### config.mk
export PLATFORM = sky130hd
export DESIGN_NAME = rx_audio_guard
export DESIGN_NICKNAME = d
export VERILOG_FILES = /design/src/rtl/rxg_pkg.sv /design/src/rtl/rxg_bitclk.sv /design/src/rtl/rxg_blkqual.sv /design/src/rtl/rxg_conceal.sv /design/src/rtl/rxg_i2s_ser.sv /design/src/rtl/rx_audio_guard.sv
export SDC_FILE = /design/constraint.sdc
export NUM_CORES = 1
export LEC_CHECK = 0
export BUFFER_PORTS_ARGS = -buffer_cell sky130_fd_sc_hd__buf_2
export CAP_MARGIN = 0
export CORE_MARGIN = 5
export CORE_UTILIZATION = 32
export DETAILED_ROUTE_END_ITERATION = 6
export SYNTH_ARGS = -nofsm -noshare
export SYNTH_HDL_FRONTEND = slang
export SYNTH_SLANG_ARGS = --single-unit
export TNS_END_PERCENT = 20
### constraint.sdc
create_clock -name clk -period 2.58 [get_ports clk]
set_input_delay 0.258 -clock clk [delete_from_list [all_inputs] [get_ports clk]]
set_output_delay 0.258 -clock clk [all_outputs]
set_load 0.05 [all_outputs]
### src/rtl/rxg_pkg.sv
package rxg_pkg;

  typedef enum logic [1:0] {
    WL_24 = 2'd0,
    WL_20 = 2'd1,
    WL_18 = 2'd2,
    WL_16 = 2'd3
  } wlen_e;

  typedef struct packed {
    logic par;
    logic bph;
    logic vbit;
    logic blk;
  } pair_flags_t;

  function automatic int kept_bits(input wlen_e w, input int full_w);
    case (w)
      WL_20:   return 20;
      WL_18:   return 18;
      WL_16:   return 16;
      default: return full_w;
    endcase
  endfunction

endpackage

### src/rtl/rxg_bitclk.sv
module rxg_bitclk #(
  parameter int HALF_DIV  = 2,
  parameter int SLOT_BITS = 32
) (
  input  logic clk,
  input  logic rst,
  output logic sck_o,
  output logic ws_o,
  output logic adv,
  output logic decide,
  output logic load
);
  localparam int FRM   = 2 * SLOT_BITS;
  localparam int PH_N  = 2 * HALF_DIV;
  localparam int PH_W  = (PH_N > 1) ? $clog2(PH_N) : 1;
  localparam int CNT_W = $clog2(FRM);

  logic [PH_W-1:0]  ph, ph_nxt;
  logic [CNT_W-1:0] cnt, cnt_nxt;

  always_comb begin
    adv     = (ph == PH_W'(PH_N - 1));
    ph_nxt  = adv ? '0 : ph + 1'b1;
    cnt_nxt = cnt;
    if (adv) cnt_nxt = (cnt == CNT_W'(FRM - 1)) ? '0 : cnt + 1'b1;
    decide  = adv && (cnt == CNT_W'(FRM - 2));
    load    = adv && (cnt == CNT_W'(FRM - 1));
  end

  always_ff @(posedge clk) begin
    if (rst) begin
      ph    <= '0;
      cnt   <= '0;
      sck_o <= 1'b0;
      ws_o  <= 1'b0;
    end else begin
      ph    <= ph_nxt;
      cnt   <= cnt_nxt;
      sck_o <= (ph_nxt >= PH_W'(HALF_DIV));
      ws_o  <= (cnt_nxt >= CNT_W'(SLOT_BITS - 1)) && (cnt_nxt <= CNT_W'(FRM - 2));
    end
  end


  ws_edge_chk: assert property (@(posedge clk) disable iff (rst)
    !$stable(ws_o) |-> !sck_o);

endmodule

### src/rtl/rxg_blkqual.sv
module rxg_blkqual #(
  parameter int BLK_FRAMES = 192
) (
  input  logic clk,
  input  logic rst,
  input  logic pll_lock,
  input  logic in_valid,
  input  logic in_err,
  input  logic in_blk_start,
  output logic clean_q
);
  localparam int CW = $clog2(BLK_FRAMES + 1);

  logic          run;
  logic [CW-1:0] cnt;

  always_ff @(posedge clk) begin
    if (rst) begin
      run     <= 1'b0;
      cnt     <= '0;
      clean_q <= 1'b0;
    end else begin
      clean_q <= 1'b0;
      if (!pll_lock) begin
        run <= 1'b0;
        cnt <= '0;
      end else if (in_valid) begin
        if (in_err) begin
          run <= 1'b0;
          cnt <= '0;
        end else if (in_blk_start) begin
          run <= 1'b1;
          cnt <= CW'(1);
        end else if (run) begin
          if (cnt == CW'(BLK_FRAMES - 1)) begin
            run     <= 1'b0;
            cnt     <= '0;
            clean_q <= 1'b1;
          end else begin
            cnt <= cnt + 1'b1;
          end
        end
      end
    end
  end


  clean_lock_chk: assert property (@(posedge clk) disable iff (rst)
    clean_q |-> $past(pll_lock) && $past(in_valid) && !$past(in_err));

endmodule

### src/rtl/rxg_conceal.sv
module rxg_conceal
  import rxg_pkg::*;
#(
  parameter int W = 24
) (
  input  logic         clk,
  input  logic         rst,
  input  logic         in_valid,
  input  logic [W-1:0] in_left,
  input  logic [W-1:0] in_right,
  input  pair_flags_t  in_flags,
  input  logic         pll_lock,
  input  logic         mute_req,
  input  wlen_e        wlen,
  input  logic         decide,
  input  logic         clean,
  output logic [W-1:0] out_l,
  output logic [W-1:0] out_r,
  output logic         out_inv
);
  logic [W-1:0] pend_l, pend_r, hold_l, hold_r, mask;
  logic         pend_v, pend_err, hold_v, lmute, mute_now;
  logic         in_err;

  assign in_err = in_flags.par | in_flags.bph;

  always_comb begin
    mask     = {W{1'b1}} << (W - kept_bits(wlen, W));
    mute_now = mute_req | lmute | ~pll_lock;
  end

  always_ff @(posedge clk) begin
    if (rst) begin
      pend_l   <= '0;
      pend_r   <= '0;
      pend_v   <= 1'b0;
      pend_err <= 1'b0;
      hold_l   <= '0;
      hold_r   <= '0;
      hold_v   <= 1'b0;
    end else if (in_valid) begin
      pend_l   <= in_left;
      pend_r   <= in_right;
      pend_v   <= in_flags.vbit;
      pend_err <= in_err;
      if (!in_err) begin
        hold_l <= in_left;
        hold_r <= in_right;
        hold_v <= in_flags.vbit;
      end
    end
  end

  always_ff @(posedge clk) begin
    if (rst) begin
      lmute   <= 1'b0;
      out_l   <= '0;
      out_r   <= '0;
      out_inv <= 1'b0;
    end else if (decide) begin
      lmute <= (lmute & ~clean) | ~pll_lock;
      if (mute_now) begin
        out_l   <= '0;
        out_r   <= '0;
        out_inv <= 1'b0;
      end else if (pend_err) begin
        out_l   <= hold_l & mask;
        out_r   <= hold_r & mask;
        out_inv <= hold_v;
      end else begin
        out_l   <= pend_l & mask;
        out_r   <= pend_r & mask;
        out_inv <= pend_v;
      end
    end else if (clean) begin
      lmute <= 1'b0;
    end
  end


  lock_mute_chk: assert property (@(posedge clk) disable iff (rst)
    (decide && !pll_lock) |=> (out_l == '0 && out_r == '0 && !out_inv));


  cmd_mute_chk: assert property (@(posedge clk) disable iff (rst)
    (decide && mute_req) |=> (out_l == '0 && out_r == '0 && !out_inv));


  trunc16_chk: assert property (@(posedge clk) disable iff (rst)
    (decide && wlen == WL_16) |=> (out_l[W-17:0] == '0 && out_r[W-17:0] == '0));

endmodule

### src/rtl/rxg_i2s_ser.sv
module rxg_i2s_ser #(
  parameter int W         = 24,
  parameter int SLOT_BITS = 32
) (
  input  logic         clk,
  input  logic         rst,
  input  logic         adv,
  input  logic         load,
  input  logic         port_en,
  input  logic [W-1:0] out_l,
  input  logic [W-1:0] out_r,
  input  logic         out_inv,
  output logic         sd_o,
  output logic         invalid_o
);
  localparam int FRM = 2 * SLOT_BITS;
  localparam int PAD = SLOT_BITS - W;

  logic [FRM-1:0] frame_w, sh;
  logic           en_q, en_nxt;

  always_comb begin
    frame_w = {out_l, {PAD{1'b0}}, out_r, {PAD{1'b0}}};
    en_nxt  = port_en & (en_q | load);
  end

  always_ff @(posedge clk) begin
    if (rst) begin
      sh        <= '0;
      en_q      <= 1'b0;
      sd_o      <= 1'b0;
      invalid_o <= 1'b0;
    end else begin
      en_q <= en_nxt;
      if (load)     sh <= frame_w << 1;
      else if (adv) sh <= sh << 1;
      if (!en_nxt) begin
        sd_o      <= 1'b0;
        invalid_o <= 1'b0;
      end else begin
        if (adv)  sd_o      <= load ? frame_w[FRM-1] : sh[FRM-1];
        if (load) invalid_o <= out_inv;
      end
    end
  end


  port_off_chk: assert property (@(posedge clk) disable iff (rst)
    !port_en |=> (!sd_o && !invalid_o));

endmodule

### src/rtl/rx_audio_guard.sv
module rx_audio_guard
  import rxg_pkg::*;
#(
  parameter int W          = 24,
  parameter int SLOT_BITS  = 32,
  parameter int HALF_DIV   = 2,
  parameter int BLK_FRAMES = 192
) (
  input  logic         clk,
  input  logic         rst,
  input  logic         in_valid,
  input  logic [W-1:0] in_left,
  input  logic [W-1:0] in_right,
  input  logic         in_par_err,
  input  logic         in_bph_err,
  input  logic         in_vbit,
  input  logic         in_blk_start,
  input  logic         pll_lock,
  input  logic         mute_req,
  input  logic [1:0]   wlen_sel,
  input  logic         port_en,
  output logic         sck_o,
  output logic         ws_o,
  output logic         sd_o,
  output logic         invalid_o
);
  logic         adv, decide, load, clean;
  logic [W-1:0] sel_l, sel_r;
  logic         sel_inv;
  pair_flags_t  flags;

  assign flags = '{par: in_par_err, bph: in_bph_err, vbit: in_vbit, blk: in_blk_start};

  rxg_bitclk #(.HALF_DIV(HALF_DIV), .SLOT_BITS(SLOT_BITS)) u_clk (
    .clk(clk), .rst(rst), .sck_o(sck_o), .ws_o(ws_o),
    .adv(adv), .decide(decide), .load(load)
  );

  rxg_blkqual #(.BLK_FRAMES(BLK_FRAMES)) u_qual (
    .clk(clk), .rst(rst), .pll_lock(pll_lock), .in_valid(in_valid),
    .in_err(in_par_err | in_bph_err), .in_blk_start(flags.blk), .clean_q(clean)
  );

  rxg_conceal #(.W(W)) u_conceal (
    .clk(clk), .rst(rst), .in_valid(in_valid), .in_left(in_left),
    .in_right(in_right), .in_flags(flags), .pll_lock(pll_lock),
    .mute_req(mute_req), .wlen(wlen_e'(wlen_sel)), .decide(decide),
    .clean(clean), .out_l(sel_l), .out_r(sel_r), .out_inv(sel_inv)
  );

  rxg_i2s_ser #(.W(W), .SLOT_BITS(SLOT_BITS)) u_ser (
    .clk(clk), .rst(rst), .adv(adv), .load(load), .port_en(port_en),
    .out_l(sel_l), .out_r(sel_r), .out_inv(sel_inv),
    .sd_o(sd_o), .invalid_o(invalid_o)
  );

endmodule

### Word level (Yosys, flattened, before mapping)

Index checks and enable logic that the tools add are counted.

* flip-flop bits (word level): 227
* bits in latches: 0
* RAM bits: 0
* ROM bits: 0
* input bits: 60
* output and inout port bits: 4
* word-level logic and storage cells: 91
* memories: 0

* add/subtract/negate cells: 4
* multipliers: 0
* div/mod/pow operators: 0
* $lt $le $gt $ge: 3
* eq/ne operators: 7
* shift operators: 1
* multiplexer cells: 24
* bitwise logic cells: 17
* reductions and logical operators: 12

Operator list (number)
* 64-bit 2-to-1 mux: 2
* 24-bit AND: 4
* 24-bit 2-to-1 mux: 4
* 8-bit 2-to-1 mux: 4
* 24-bit by 32-bit << shifter with 24-bit output, first input constant: 1
* 6-bit equality test, second input constant: 2
* 6-bit 2-to-1 mux: 2
* 4-bit one-hot mux with 3 select lines: 1
* 1-bit 2-to-1 mux: 10
* 8-bit by 1-bit adder with 8-bit output, second input constant: 1
* 8-bit equality test, second input constant: 1
* 6-bit by 1-bit adder with 6-bit output, second input constant: 1
* 2-bit equality test, second input constant: 3
* 6-bit by 5-bit >= comparator with 1-bit output, second input constant: 1
* 6-bit less-or-equal comparator, second input constant: 1
* 1-bit NOT: 6
* 2-bit OR reduction: 3
* 6-bit OR reduction: 1
* 5-bit by 5-bit subtractor with 6-bit output, first input constant: 1
* 1-bit bitwise OR: 5
* 2-bit AND reduction: 2
* 2-bit nonzero test: 2
* 1-bit logical AND: 3
* 3-bit nonzero test: 1
* other kinds (5): 6

### Logic depth before layout (Yosys ltp)

Gate-level depths: netlist (run 1).

* depth in word-level cells: 7
* depth in mapped cells: 8
* depth with buffers taken out: 6

### By module

A second synthesis (run 1) with hierarchy kept.

* cells, all modules: 994
* area total of the unflattened synthesis: 9501.6 um^2

By module, submodules not included
* rxg_conceal: instances 1, cells an instance 641, area an instance 5838.1 um^2, seq. area each 2982.9 um^2
* rxg_i2s_ser: instances 1, cells an instance 242, area an instance 2676.3 um^2, seq. area each 1161.1 um^2
* rxg_bitclk: instances 1, cells an instance 54, area an instance 499.2 um^2, seq. area each 180.2 um^2
* rxg_blkqual: instances 1, cells an instance 56, area an instance 481.7 um^2, seq. area each 200.2 um^2
* rx_audio_guard: instances 1, cells an instance 1, area an instance 6.3 um^2, seq. area each 0.0 um^2

### Worst setup path before layout (run 1)

No wires, ideal clock.

* path type: register to register
* start point: register u_clk.ph[1]
* end point: register u_conceal.out_inv
* library setup time: 68 ps
* arrival: 1976 ps
* data required time: 2512 ps
* slack: 537 ps
* cell stages (with the launch flop): 7
* path buffers: 1
* period minus slack after synthesis: 2043 ps
* cell sequence: dfxtp_1 ha_1 nand3_2 or2_1 buf_6 or3_4 a21oi_2

* cells in the longest elaborated chain, start to end: 2

Ends and longest elaborated chain
* from (decl): RTL line rxg_bitclk.sv:18 `logic [PH_W-1:0] ph, ph_nxt;`
* from (signal assigned): RTL line rxg_bitclk.sv:37 `ph <= ph_nxt;`
* 2-bit equality test: RTL line rxg_bitclk.sv:22 `adv = (ph == PH_W'(PH_N - 1));`
* 1-bit logical AND: RTL line rxg_bitclk.sv:26 `decide = adv && (cnt == CNT_W'(FRM - 2));`
* to (signal assigned): RTL line rxg_conceal.sv:69 `out_inv <= hold_v;`
* to (signal assigned): RTL line rxg_conceal.sv:73 `out_inv <= pend_v;`
* to (decl): RTL line rxg_conceal.sv:19 `output logic out_inv`

No other way between the ends.
A chain may end at the register's enable or synchronous reset.

### Final worst setup path (run 1)

* start point: register u_clk.cnt[0]
* end point: register u_ser.sh[20]

* cells in the longest elaborated chain, start to end: 3
* elaborated cells between the ends (all ways): 4

Ends and longest elaborated chain
* from (decl): RTL line rxg_bitclk.sv:19 `logic [CNT_W-1:0] cnt, cnt_nxt;`
* from (signal assigned): RTL line rxg_bitclk.sv:38 `cnt <= cnt_nxt;`
* 6-bit equality test *: RTL line rxg_bitclk.sv:27 `load = adv && (cnt == CNT_W'(FRM - 1));`
* 1-bit logical AND *: RTL line rxg_bitclk.sv:27
* 64-bit 2-to-1 mux / 2-bit nonzero test (equally long branches)
* to (signal assigned): RTL line rxg_i2s_ser.sv:35 `if (load) sh <= frame_w << 1;`
* to (signal assigned): RTL line rxg_i2s_ser.sv:36 `else if (adv) sh <= sh << 1;`
* to (decl): RTL line rxg_i2s_ser.sv:19 `logic [FRM-1:0] frame_w, sh;`

Mark *: on every way between the ends. The rest lies on a longest branch, timed or not.

==> flow_metrics.env, run 1 <==
export IMPL_wl_mm=20.4
export IMPL_r2r_start="u_clk.cnt[0]"
export IMPL_clock_skew_final_ns=0.0100
export IMPL_worstPathArrival_ns=2.38
export IMPL_status="completed"
export IMPL_slew_viol_final=0
export IMPL_initial_core_util_pct=32.2
export IMPL_synth_area_leader_cell="dfxtp_1"
export IMPL_wire_per_inst_um=15.1
export IMPL_cp_top_family="flip-flops"
export IMPL_critPathMaxStageDelay_ns=0.45
export IMPL_drive_gt1_share_pct=18.2
export IMPL_cts_max_level=1
export IMPL_critical_path_startpoint="u_clk.cnt[0]"
export IMPL_synth_avg_cell_area_um2=10.2
export IMPL_hpwl_mm=12.9
export IMPL_clockBufferDepth=3
export IMPL_final_antenna_net_count=0
export IMPL_fin_nets=1025
export IMPL_grtUsageTotal_pct=12.8
export IMPL_clkSinkCount=226
export IMPL_design_area_mm2=0.0109
export IMPL_die_area_mm2=0.0311
export IMPL_synthFlopType="dfxtp_1"
export IMPL_yosysMostFrequentCell="dfxtp_1"
export IMPL_period_share_pct=75.8
export IMPL_yosysUniqueCellTypes=50
export IMPL_drc=0
export IMPL_cts_tree="yes"
export IMPL_grt_pass1_vias=6475
export IMPL_synth_common_cells="dfxtp_1, nor2_1, a22oi_1"
export IMPL_initialDrtViolationCount=415
export IMPL_clk_latency_ns=0.52
export IMPL_io_pins=64
export IMPL_rsz0062_at_grt="no"
export IMPL_hold_viol=0
export IMPL_dpl_cell_area_mm2=0.00956
export IMPL_cp_max_fo=36
export IMPL_relSlewSlack_pct=46.3
export IMPL_critPathKind="reg -> reg"
export IMPL_clk_pin_slew_ns=0.06
export IMPL_drt_pass1_iterations=4
export IMPL_finalSetupViolCount=0
export IMPL_io_buffer_count=63
export IMPL_endpoint_kind="flip-flop"
export IMPL_ys_seq_area_share_pct=51.0
export IMPL_synth_top_cell_area_share_pct=51.0
export IMPL_crit_buf_inv=1
export IMPL_diodes=0
export IMPL_core_mm2=0.0276
export IMPL_fillers=2693
export IMPL_ir_drop_mv=0.542
export IMPL_grt_start_max_net_pins=140
export IMPL_vias=6627
export IMPL_syn_inst=869
export IMPL_hp_class="in -> reg"
export IMPL_rows=61
export IMPL_synth_seq_cells=226
export IMPL_overflow=0
export IMPL_worstHoldStart="rst"
export IMPL_r2r_cells=6
export IMPL_syn_cell_area_mm2=0.00887
export IMPL_areaGrowthSynthToFinish_pct=23.4
export IMPL_cts_buffers_inserted=25
export IMPL_max_freq_mhz=511
export IMPL_path_depth=6
export IMPL_cts_setup_buffers=0
export IMPL_period_minus_slack_ns=1.96
export IMPL_grt_pass1_wl_mm=33.6
export IMPL_crit_path_start_kind="flip-flop"
export IMPL_maxCapViolations=0
export IMPL_critPathSlowestCell="dfxtp_1"
export IMPL_whs_path_depth=2
export IMPL_clock_root_buffer="clkbuf_16"
export IMPL_die_h_um=176
export IMPL_chipWidth_um=176
export IMPL_synth_nets=939
export IMPL_tns_ns=0
export IMPL_antenna_found_initial=0
export IMPL_synth_area_leaders="dfxtp_1, mux2i_1, a22oi_1, nor2_1, mux2_2"
export IMPL_path_cells="ha_1, nand3_1, nor2_4, buf_4, a22oi_1, a211oi_1"
export IMPL_ys_warnings_count=0
export IMPL_worst_slew_pin_slew_ns=0.805
export IMPL_synth_async_sr_flop_share_pct=0
export IMPL_p_per_area_mw_per_mm2=739
export IMPL_place_gp_congestion=0.742
export IMPL_required_ns=3.00
export IMPL_synth_edf_count=0
export IMPL_vias_per_cell=4.91
export IMPL_p_leak_nw=4.13
export IMPL_cts_resized=0
-- through the flow --
step                worst slack, ns  instances  hold slack, ns  total power, W  util [%]
floorplan                     0.537        869           0.391         0.00413         -
global placement              0.687       1257           0.443         0.00431      34.7
detailed placement            0.626       1257           0.449         0.00432      34.7
CTS                           0.631       1351          0.0404         0.00819      39.7
global route                  0.463       1351          0.0598         0.00842      39.7
finish                        0.624       1351          0.0582         0.00809      39.7
-- area by class of cell --
type                    count  area [µm²]  share of cell area [%]
clock buffers              33         706                    6.45
well taps                 378         473                    4.32
multi-input cells         562        4020                    36.7
clock inverters            12         184                    1.68
flip-flops and latches    226        4530                    41.4
repair buffers            131        1000                    9.17
inverters                   9        33.8                   0.309
-- routing by layer --
metal	track usage, %	vias to the layer above	share of wire (%)
met4	2.84	0	1.9
met5	0	-	0
met2	20.5	106	46
met1	18.3	3160	49
li1	-	3333	-
met3	2.12	28	3.7
-- flip-flops by register name, indices dropped and copies added, names as in the netlist --
name / flops
u_clk.ph: 2
u_conceal.pend_r: 24
u_conceal.out_inv: 1
u_clk.cnt: 6
u_ser.sh: 55
u_conceal.lmute: 1
u_conceal.hold_v: 1
u_conceal.hold_r: 24
u_ser.invalid_o: 1
u_qual.clean_q: 1
u_conceal.hold_l: 24
u_clk.ws_o: 1
u_ser.en_q: 1
u_conceal.pend_l: 24
u_ser.sd_o: 1
u_conceal.out_r: 24
u_conceal.pend_v: 1
u_conceal.pend_err: 1
u_qual.cnt: 8
u_qual.run: 1
u_conceal.out_l: 24
-- worst reg2reg max path, stage by stage, from the launching register on --
cell and delay [ns]:
dfxtp_1 0.45, ha_1 0.32, nand3_1 0.17, nor2_4 0.12, buf_4 0.37, a22oi_1 0.17
a211oi_1 0.26
-- cell families (layout without fill, tap and decap cells) --
| logic type | after synthesis | in the layout | share of synthesized area, % |
|---|---|---|---|
| buf+inv | 81 | 185 | 3.95 |
| flops | 226 | 226 | 51.0 |
| simple gates | 217 | 217 | 10.8 |
| xor+xnor | 10 | 10 | 0.988 |
| compound gates | 215 | 215 | 18.9 |
| fa+ha+maj | 10 | 10 | 1.41 |
| mux | 110 | 110 | 13.0 |
-- worst paths after layout --
path,slack (ns),endpoint
max,0.62,u_ser.sh[20]
min,0.06,u_conceal.pend_r[14]
max reg2reg,0.62,u_ser.sh[20]
min reg2reg,0.46,u_conceal.out_r[6]
-- cells in the final DEF (no fill, tap or decap), types with 5 or more instances in the layout --
cell type | Yosys | routed
nor2_1 | 160 | 159
dfxtp_1 | 226 | 225
nand2_1 | 16 | 16
mux2_2 | 40 | 40
nand3_1 | 13 | 13
buf_4 | 2 | 17
xor2_1 | 9 | 9
o2bb2ai_1 | 8 | 8
inv_1 | 9 | 9
a22o_1 | 49 | 49
mux2i_1 | 70 | 70
nand4_1 | 5 | 5
ha_1 | 10 | 9
clkbuf_16 | 0 | 25
clkbuf_8 | 0 | 5
a211oi_1 | 47 | 47
a21oi_1 | 10 | 9
buf_2 | 25 | 61
a22oi_1 | 82 | 82
dlygate4sd3_1 | 0 | 49
-- timing repair --
action / 4_1_cts / 5_1_grt
endpoints found under the hold margin: 92 / 0
endpoints found under the setup margin: 0 / 0
hold buffers: 49 / 0
-- report_power, final --
part | internal [W] | total [W] | switching (W) | leakage (nW)
Sequential | 0.00362 | 0.00369 | 0.0000673 | 1.84
Combinational | 0.000287 | 0.000613 | 0.000326 | 1.86
Clock | 0.00234 | 0.00379 | 0.00145 | 0.435
Power figures use the tool's default switching activity.
==> run 2, diff against run 1 <==
==> constraint.sdc (replaced) <==
create_clock -name clk -period 1.7 [get_ports clk]
set_input_delay 0.17 -clock clk [delete_from_list [all_inputs] [get_ports clk]]
set_output_delay 0.17 -clock clk [all_outputs]
set_load 0.05 [all_outputs]
==> flow_metrics.env, run 2 (same netlist as run 1, synthesis figures left out) <==
export IMPL_internal_power_w=0.00937
export IMPL_hpwl_mm=13.3
export IMPL_grt_pass1_vias=6723
export IMPL_drive_gt1_share_pct=21.2
export IMPL_critPathSlowestCell="dfxtp_1"
export IMPL_critPathKind="reg -> reg"
export IMPL_vias_per_cell=4.93
export IMPL_rsz0062_at_grt="yes"
export IMPL_path_cells="ha_2, nand3_4, nor2_4, buf_12, clkbuf_16, a22oi_1, a211oi_1"
export IMPL_drt_pass1_iterations=5
export IMPL_final_antenna_net_count=0
export IMPL_largest_reg_flops=55
export IMPL_diodes=0
export IMPL_layout_common_cells="dfxtp_1, nor2_1, a22oi_1, mux2i_1, buf_2"
export IMPL_hold_viol=0
export IMPL_slew_viol_final=0
export IMPL_clkSinkCount=226
export IMPL_drc=0
export IMPL_power_frac_clock_pct=45.6
export IMPL_rows=61
export IMPL_layout_commonest_cell="dfxtp_1"
export IMPL_clock_skew_final_ns=0.0134
export IMPL_chipWidth_um=176
export IMPL_io_buffer_count=63
export IMPL_multiInputGateArea_mm2=0.00406
export IMPL_worst_slew_pin_slew_ns=0.641
export IMPL_ir_drop_mv=0.860
export IMPL_place_gp_congestion=0.782
export IMPL_overflow=0
export IMPL_wire_per_inst_um=15.3
export IMPL_clockBufferDepth=3
export IMPL_comb_power_share_pct=8.2
export IMPL_status="completed"
export IMPL_largest_register="u_ser.sh"
export IMPL_fillers=2663
export IMPL_period_share_pct=95.5
export IMPL_regArea_mm2=0.00453
export IMPL_dpl_cell_count=1280
export IMPL_cts_buffers_inserted=24
export IMPL_grt_start_max_net_pins=70
export IMPL_wl_mm=21.2
export IMPL_finalSetupViolCount=0
export IMPL_period_minus_slack_ns=1.62
export IMPL_met1_usage_pct=18.6
export IMPL_p_leak_nw=4.32
export IMPL_initialDrtViolationCount=379
export IMPL_switching_share_pct=22.7
export IMPL_switchingPower_w=0.00275
export IMPL_place_worst_setup_slack_ns=0.0281
export IMPL_die_area_mm2=0.0311
export IMPL_hp_class="in -> reg"
export IMPL_met2_usage_pct=21.2
export IMPL_maxCapViolations=0
export IMPL_grt_use_met3_pct=2.08
export IMPL_p_per_area_mw_per_mm2=1070
export IMPL_initial_core_util_pct=32.2
export IMPL_fin_nets=1059
export IMPL_crit_path_start_kind="flip-flop"
export IMPL_core_mm2=0.0276
export IMPL_instances_no_fill=1385
export IMPL_clk_pin_slew_ns=0.06
export IMPL_antenna_found_initial=0
export IMPL_relSlewSlack_pct=57.3
export IMPL_cts_max_level=1
export IMPL_max_freq_mhz=616
export IMPL_clk_latency_ns=0.52
export IMPL_cts_tree="yes"
export IMPL_critPathMaxStageDelay_ns=0.36
export IMPL_required_ns=2.13
export IMPL_clock_root_buffer="clkbuf_16"
export IMPL_worstPathArrival_ns=2.05
export IMPL_p_seq_share_pct=46.2
export IMPL_io_pins=64
export IMPL_die_h_um=176
export IMPL_vias=6824
export IMPL_busiest_layer="met2"
export IMPL_grt_pass1_wl_mm=34.5
export IMPL_setup_slack_ns=0.0758
export IMPL_grtUsageTotal_pct=13.1
export IMPL_areaGrowthSynthToFinish_pct=28.3
export IMPL_cp_max_fo=8
export IMPL_endpoint_kind="flip-flop"
==> run 2: power groups by stage <==
stage / registers [W] / clock network (W) / logic, W
2_1_floorplan: 0.00569 / 0 / 0.000587
3_3_place_gp: 0.00571 / 0 / 0.000881
3_5_place_dp: 0.00571 / 0 / 0.000896
4_1_cts: 0.00560 / 0.00566 / 0.00100
5_1_grt: 0.00562 / 0.00590 / 0.00109
6_report: 0.00560 / 0.00553 / 0.000992
==> run 2: area by class of cell <==
class,count,area share [%]
inverter,9,0.297
clock inverter,11,1.23
sequential,226,39.8
timing repair buffer,166,12.5
clock buffer,33,6.29
multi-input combinational,562,35.7
tap,378,4.16
==> run 2: worst paths after layout <==
check                           cells after the start            end  slack, ns         start
worst min-delay path                                4  u_qual.cnt[4]       0.06      in_valid
worst max register to register                      7   u_ser.sh[11]       0.08  u_clk.cnt[1]
worst min register to register                      1    u_clk.ph[0]       0.45   u_clk.ph[0]
worst max-delay path                                7   u_ser.sh[11]       0.08  u_clk.cnt[1]
==> run 2: per-layer routing <==
| layer | share of wire [%] | wire length [µm] | up-vias |
|---|---|---|---|
| li1 | - | - | 3413 |
| met1 | 49 | 10400 | 3256 |
| met5 | 0 | 0 | - |
| met2 | 45 | 9570 | 124 |
| met4 | 1.9 | 399 | 0 |
| met3 | 3.9 | 832 | 31 |
==> run 2: timing repair <==
action | CTS | global route
resized for setup | 0 | 8
hold endpoints to repair | 103 | 0
buffers inserted | 0 | 2
endpoints found under the setup margin | 0 | 54
hold buffers | 56 | 0
==> run 2: critical path: cells and delay by family (launching register included) <==
kind / cells / cell delay [ns]
AOI/OAI and AO/OA: 2 / 0.33
adders and majority gates: 1 / 0.23
buffers and inverters: 2 / 0.30
DFF: 1 / 0.36
and+or+nand+nor: 2 / 0.32
==> run 2: per-stage QoR <==
step	hold WS [ns]	power [W]	utilization [%]	cell area, µm²	TNS, ns
after floorplan	0.303	0.00628	-	8890	0
final	0.0583	0.0121	41.3	11400	0
after global routing	0.0713	0.0126	41.3	11400	-0.0332
after global placement	0.402	0.00659	35.7	9830	0
after CTS	0.0344	0.0123	40.8	11300	0
after detailed placement	0.408	0.00661	35.7	9830	0
==> run 3, diff against run 2 <==
--- a/config.mk
+++ b/config.mk
@@ -10,7 +10,9 @@
 export CORE_MARGIN = 5
 export CORE_UTILIZATION = 32
 export DETAILED_ROUTE_END_ITERATION = 6
+export SKIP_LAST_GASP = 1
 export SYNTH_ARGS = -nofsm -noshare
 export SYNTH_HDL_FRONTEND = slang
+export SYNTH_HIERARCHICAL = 1
 export SYNTH_SLANG_ARGS = --single-unit
 export TNS_END_PERCENT = 20
==> flow_metrics.env, run 3 <==
export IMPL_status="finished, violations left"
export IMPL_violations="setup timing"
export IMPL_synth_top_cell_area_share_pct=47.6
export IMPL_yosys_area_share_adder_pct=0.527
export IMPL_rows=63
export IMPL_utilization_pct=40.3
export IMPL_vias_per_cell=4.57
export IMPL_synthMuxAreaShare_pct=23.0
export IMPL_endpoint_kind="flip-flop"
export IMPL_largest_reg_flops=55
export IMPL_ir_drop_mv=0.637
export IMPL_clkSinkCount=226
export IMPL_finalSetupViolCount=1
export IMPL_p_leak_nw=4.68
export IMPL_hp_class="in -> reg"
export IMPL_overflow=0
export IMPL_drt_pass1_iterations=4
export IMPL_clockBufferDepth=3
export IMPL_synthFlopType="dfxtp_1"
export IMPL_yosysMostFrequentCell="dfxtp_1"
export IMPL_slew_viol_final=0
export IMPL_switchingPower_w=0.00261
export IMPL_power_frac_clock_pct=45.5
export IMPL_die_area_mm2=0.0332
export IMPL_place_gp_congestion=0.765
export IMPL_max_freq_mhz=541
export IMPL_worstHoldStart="rst"
export IMPL_synth_compound_area_share_pct=7.19
export IMPL_period_minus_slack_ns=1.85
export IMPL_initial_core_util_pct=32.2
export IMPL_fin_nets=1179
export IMPL_synth_xor_area_share_pct=0.922
export IMPL_internal_power_w=0.00898
export IMPL_design_area_mm2=0.0119
export IMPL_crit_path_start_kind="flip-flop"
export IMPL_clock_skew_final_ns=0.00831
export IMPL_period_share_pct=109
export IMPL_initialDrtViolationCount=279
export IMPL_synth_edf_count=0
export IMPL_worstPathArrival_ns=2.24
export IMPL_largest_register="u_ser/sh"
export IMPL_drive_gt1_share_pct=23.2
export IMPL_ys_seq_area_share_pct=47.6
export IMPL_syn_inst=994
export IMPL_areaGrowthSynthToFinish_pct=25.2
export IMPL_die_h_um=182
export IMPL_clock_root_buffer="clkbuf_16"
export IMPL_r2r_start="u_clk/cnt[0]"
export IMPL_grtUsageTotal_pct=12.4
export IMPL_cts_buffers_inserted=25
export IMPL_clk_pin_slew_ns=0.06
export IMPL_synth_seq_cells=226
export IMPL_hpwl_mm=13.3
export IMPL_ys_warnings_count=6
export IMPL_synth_area_leaders="dfxtp_1, mux2i_1, mux2_2, nor2_1, a21oi_1"
export IMPL_synth_avg_cell_area_um2=9.56
export IMPL_io_pins=64
export IMPL_cp_max_fo=3
export IMPL_setup_slack_ns=-0.148
export IMPL_io_buffer_count=63
export IMPL_grt_pass1_vias=7121
export IMPL_synth_simple_gate_area_share_pct=16.9
export IMPL_p_per_area_mw_per_mm2=974
export IMPL_place_worst_setup_slack_ns=-0.249
export IMPL_layout_commonest_cell="dfxtp_1"
export IMPL_diodes=0
export IMPL_layout_common_cells="dfxtp_1, nor2_1, mux2i_1, nand2_1, a21oi_1"
export IMPL_final_antenna_net_count=0
export IMPL_worst_slew_pin_slew_ns=0.428
export IMPL_required_ns=2.09
export IMPL_hold_viol=0
export IMPL_rsz0062_at_grt="yes"
export IMPL_p_seq_share_pct=47.3
export IMPL_synth_nets=1058
export IMPL_wl_mm=21.1
export IMPL_comb_power_share_pct=7.2
export IMPL_cts_tree="yes"
export IMPL_drc=0
export IMPL_antenna_found_initial=1
export IMPL_tns_ns=-0.148
export IMPL_grt_pass1_wl_mm=35.2
export IMPL_critical_path_startpoint="u_clk/cnt[0]"
export IMPL_maxCapViolations=0
export IMPL_syn_cell_area_mm2=0.00950
export IMPL_clk_latency_ns=0.51
export IMPL_fillers=2894
export IMPL_critPathKind="reg -> reg"
export IMPL_synth_async_sr_flop_share_pct=0
export IMPL_synth_common_cells="dfxtp_1, nor2_1, mux2i_1"
export IMPL_wire_per_inst_um=13.9
export IMPL_dpl_cell_area_mm2=0.0105
export IMPL_vias=6959
export IMPL_core_mm2=0.0295
export IMPL_switching_share_pct=22.5
export IMPL_synth_area_leader_cell="dfxtp_1"
export IMPL_grt_start_max_net_pins=60
export IMPL_cts_max_level=1
export IMPL_chipWidth_um=182
export IMPL_synth_top_family_by_area="multiplexers"
export IMPL_yosysUniqueCellTypes=50
export IMPL_relSlewSlack_pct=71.3
==> run 3: changes by cell type after synthesis, moves of 21 or more <==
cell and change:
a21oi_1 +77, nor2b_1 +35, a22oi_1 -80, a22o_1 -49
mux2i_1 +51, a211oi_1 -47, nand2_1 +97, mux2_2 +21
==> run 3: final cells by class <==
type                    instances  area, µm²  area share [%]
multi-input cells             693       4690            39.4
flip-flops and latches        226       4530            38.1
repair buffers                163       1350            11.3
clock buffers                  38        744            6.26
well taps                     390        488            4.10
clock inverters                 6       68.8           0.579
inverters                       6       22.5           0.189
==> run 3: timing repair <==
item,CTS,global route
buffers inserted,2,0
endpoints found under the setup margin,66,95
gates resized for setup,8,7
pin swaps,3,3
endpoints found under the hold margin,100,0
hold buffers,51,0
==> run 3: stage by stage <==
| step | hold slack [ns] | cells | total power [W] |
|---|---|---|---|
| 3_3_place_gp | 0.418 | 1425 | 0.00632 |
| 5_1_grt | 0.0280 | 1522 | 0.0121 |
| 4_1_cts | 0.00960 | 1522 | 0.0118 |
| 3_5_place_dp | 0.428 | 1425 | 0.00634 |
| 2_1_floorplan | 0.306 | 994 | 0.00608 |
| 6_report | 0.0297 | 1522 | 0.0116 |
==> run 3: cells by family (layout without fill, tap and decap cells) <==
logic type | count (synthesis) | in the layout
AO/OA/AOI/OAI | 120 | 120
XOR/XNOR | 10 | 10
adder cells (fa/ha/maj) | 4 | 4
buffers and inverters | 75 | 213
flip-flops | 226 | 226
multiplexers | 201 | 201
AND/OR/NAND/NOR | 358 | 358
==> run 3: worst paths after layout <==
path	to	slack [ns]	cells after the start
worst max-delay path	u_clk/ws_o	-0.15	6
worst min-delay path	u_clk/sck_o	0.03	2
worst max register to register	u_clk/ws_o	-0.15	6
worst min register to register	u_conceal/hold_l[19]	0.45	2
==> run 3: power groups by stage <==
stage | Clock (W) | Combinational [W] | Sequential (W)
4_1_cts | 0.00544 | 0.000846 | 0.00547
3_5_place_dp | 0 | 0.000745 | 0.00559
3_3_place_gp | 0 | 0.000737 | 0.00559
6_report | 0.00528 | 0.000836 | 0.00548
5_1_grt | 0.00567 | 0.000917 | 0.00549
2_1_floorplan | 0 | 0.000491 | 0.00559
==> run 3: worst max-delay path: stages (launching register included) <==
cell	delay (ns)
dfxtp_2	0.34
inv_2	0.04
ha_4	0.20
nand2b_4	0.14
or3b_4	0.38
a2111oi_4	0.32
mux2_4	0.32
==> run 3: layer usage <==
metal / vias to the layer above / share of wire (%) / global-route usage, %
li1: 3596 / - / -
met1: 3245 / 47 / 15.8
met2: 87 / 48 / 22.2
met3: 29 / 3.9 / 2.29
met4: 2 / 1.5 / 2.22
met5: - / 0.062 / 0
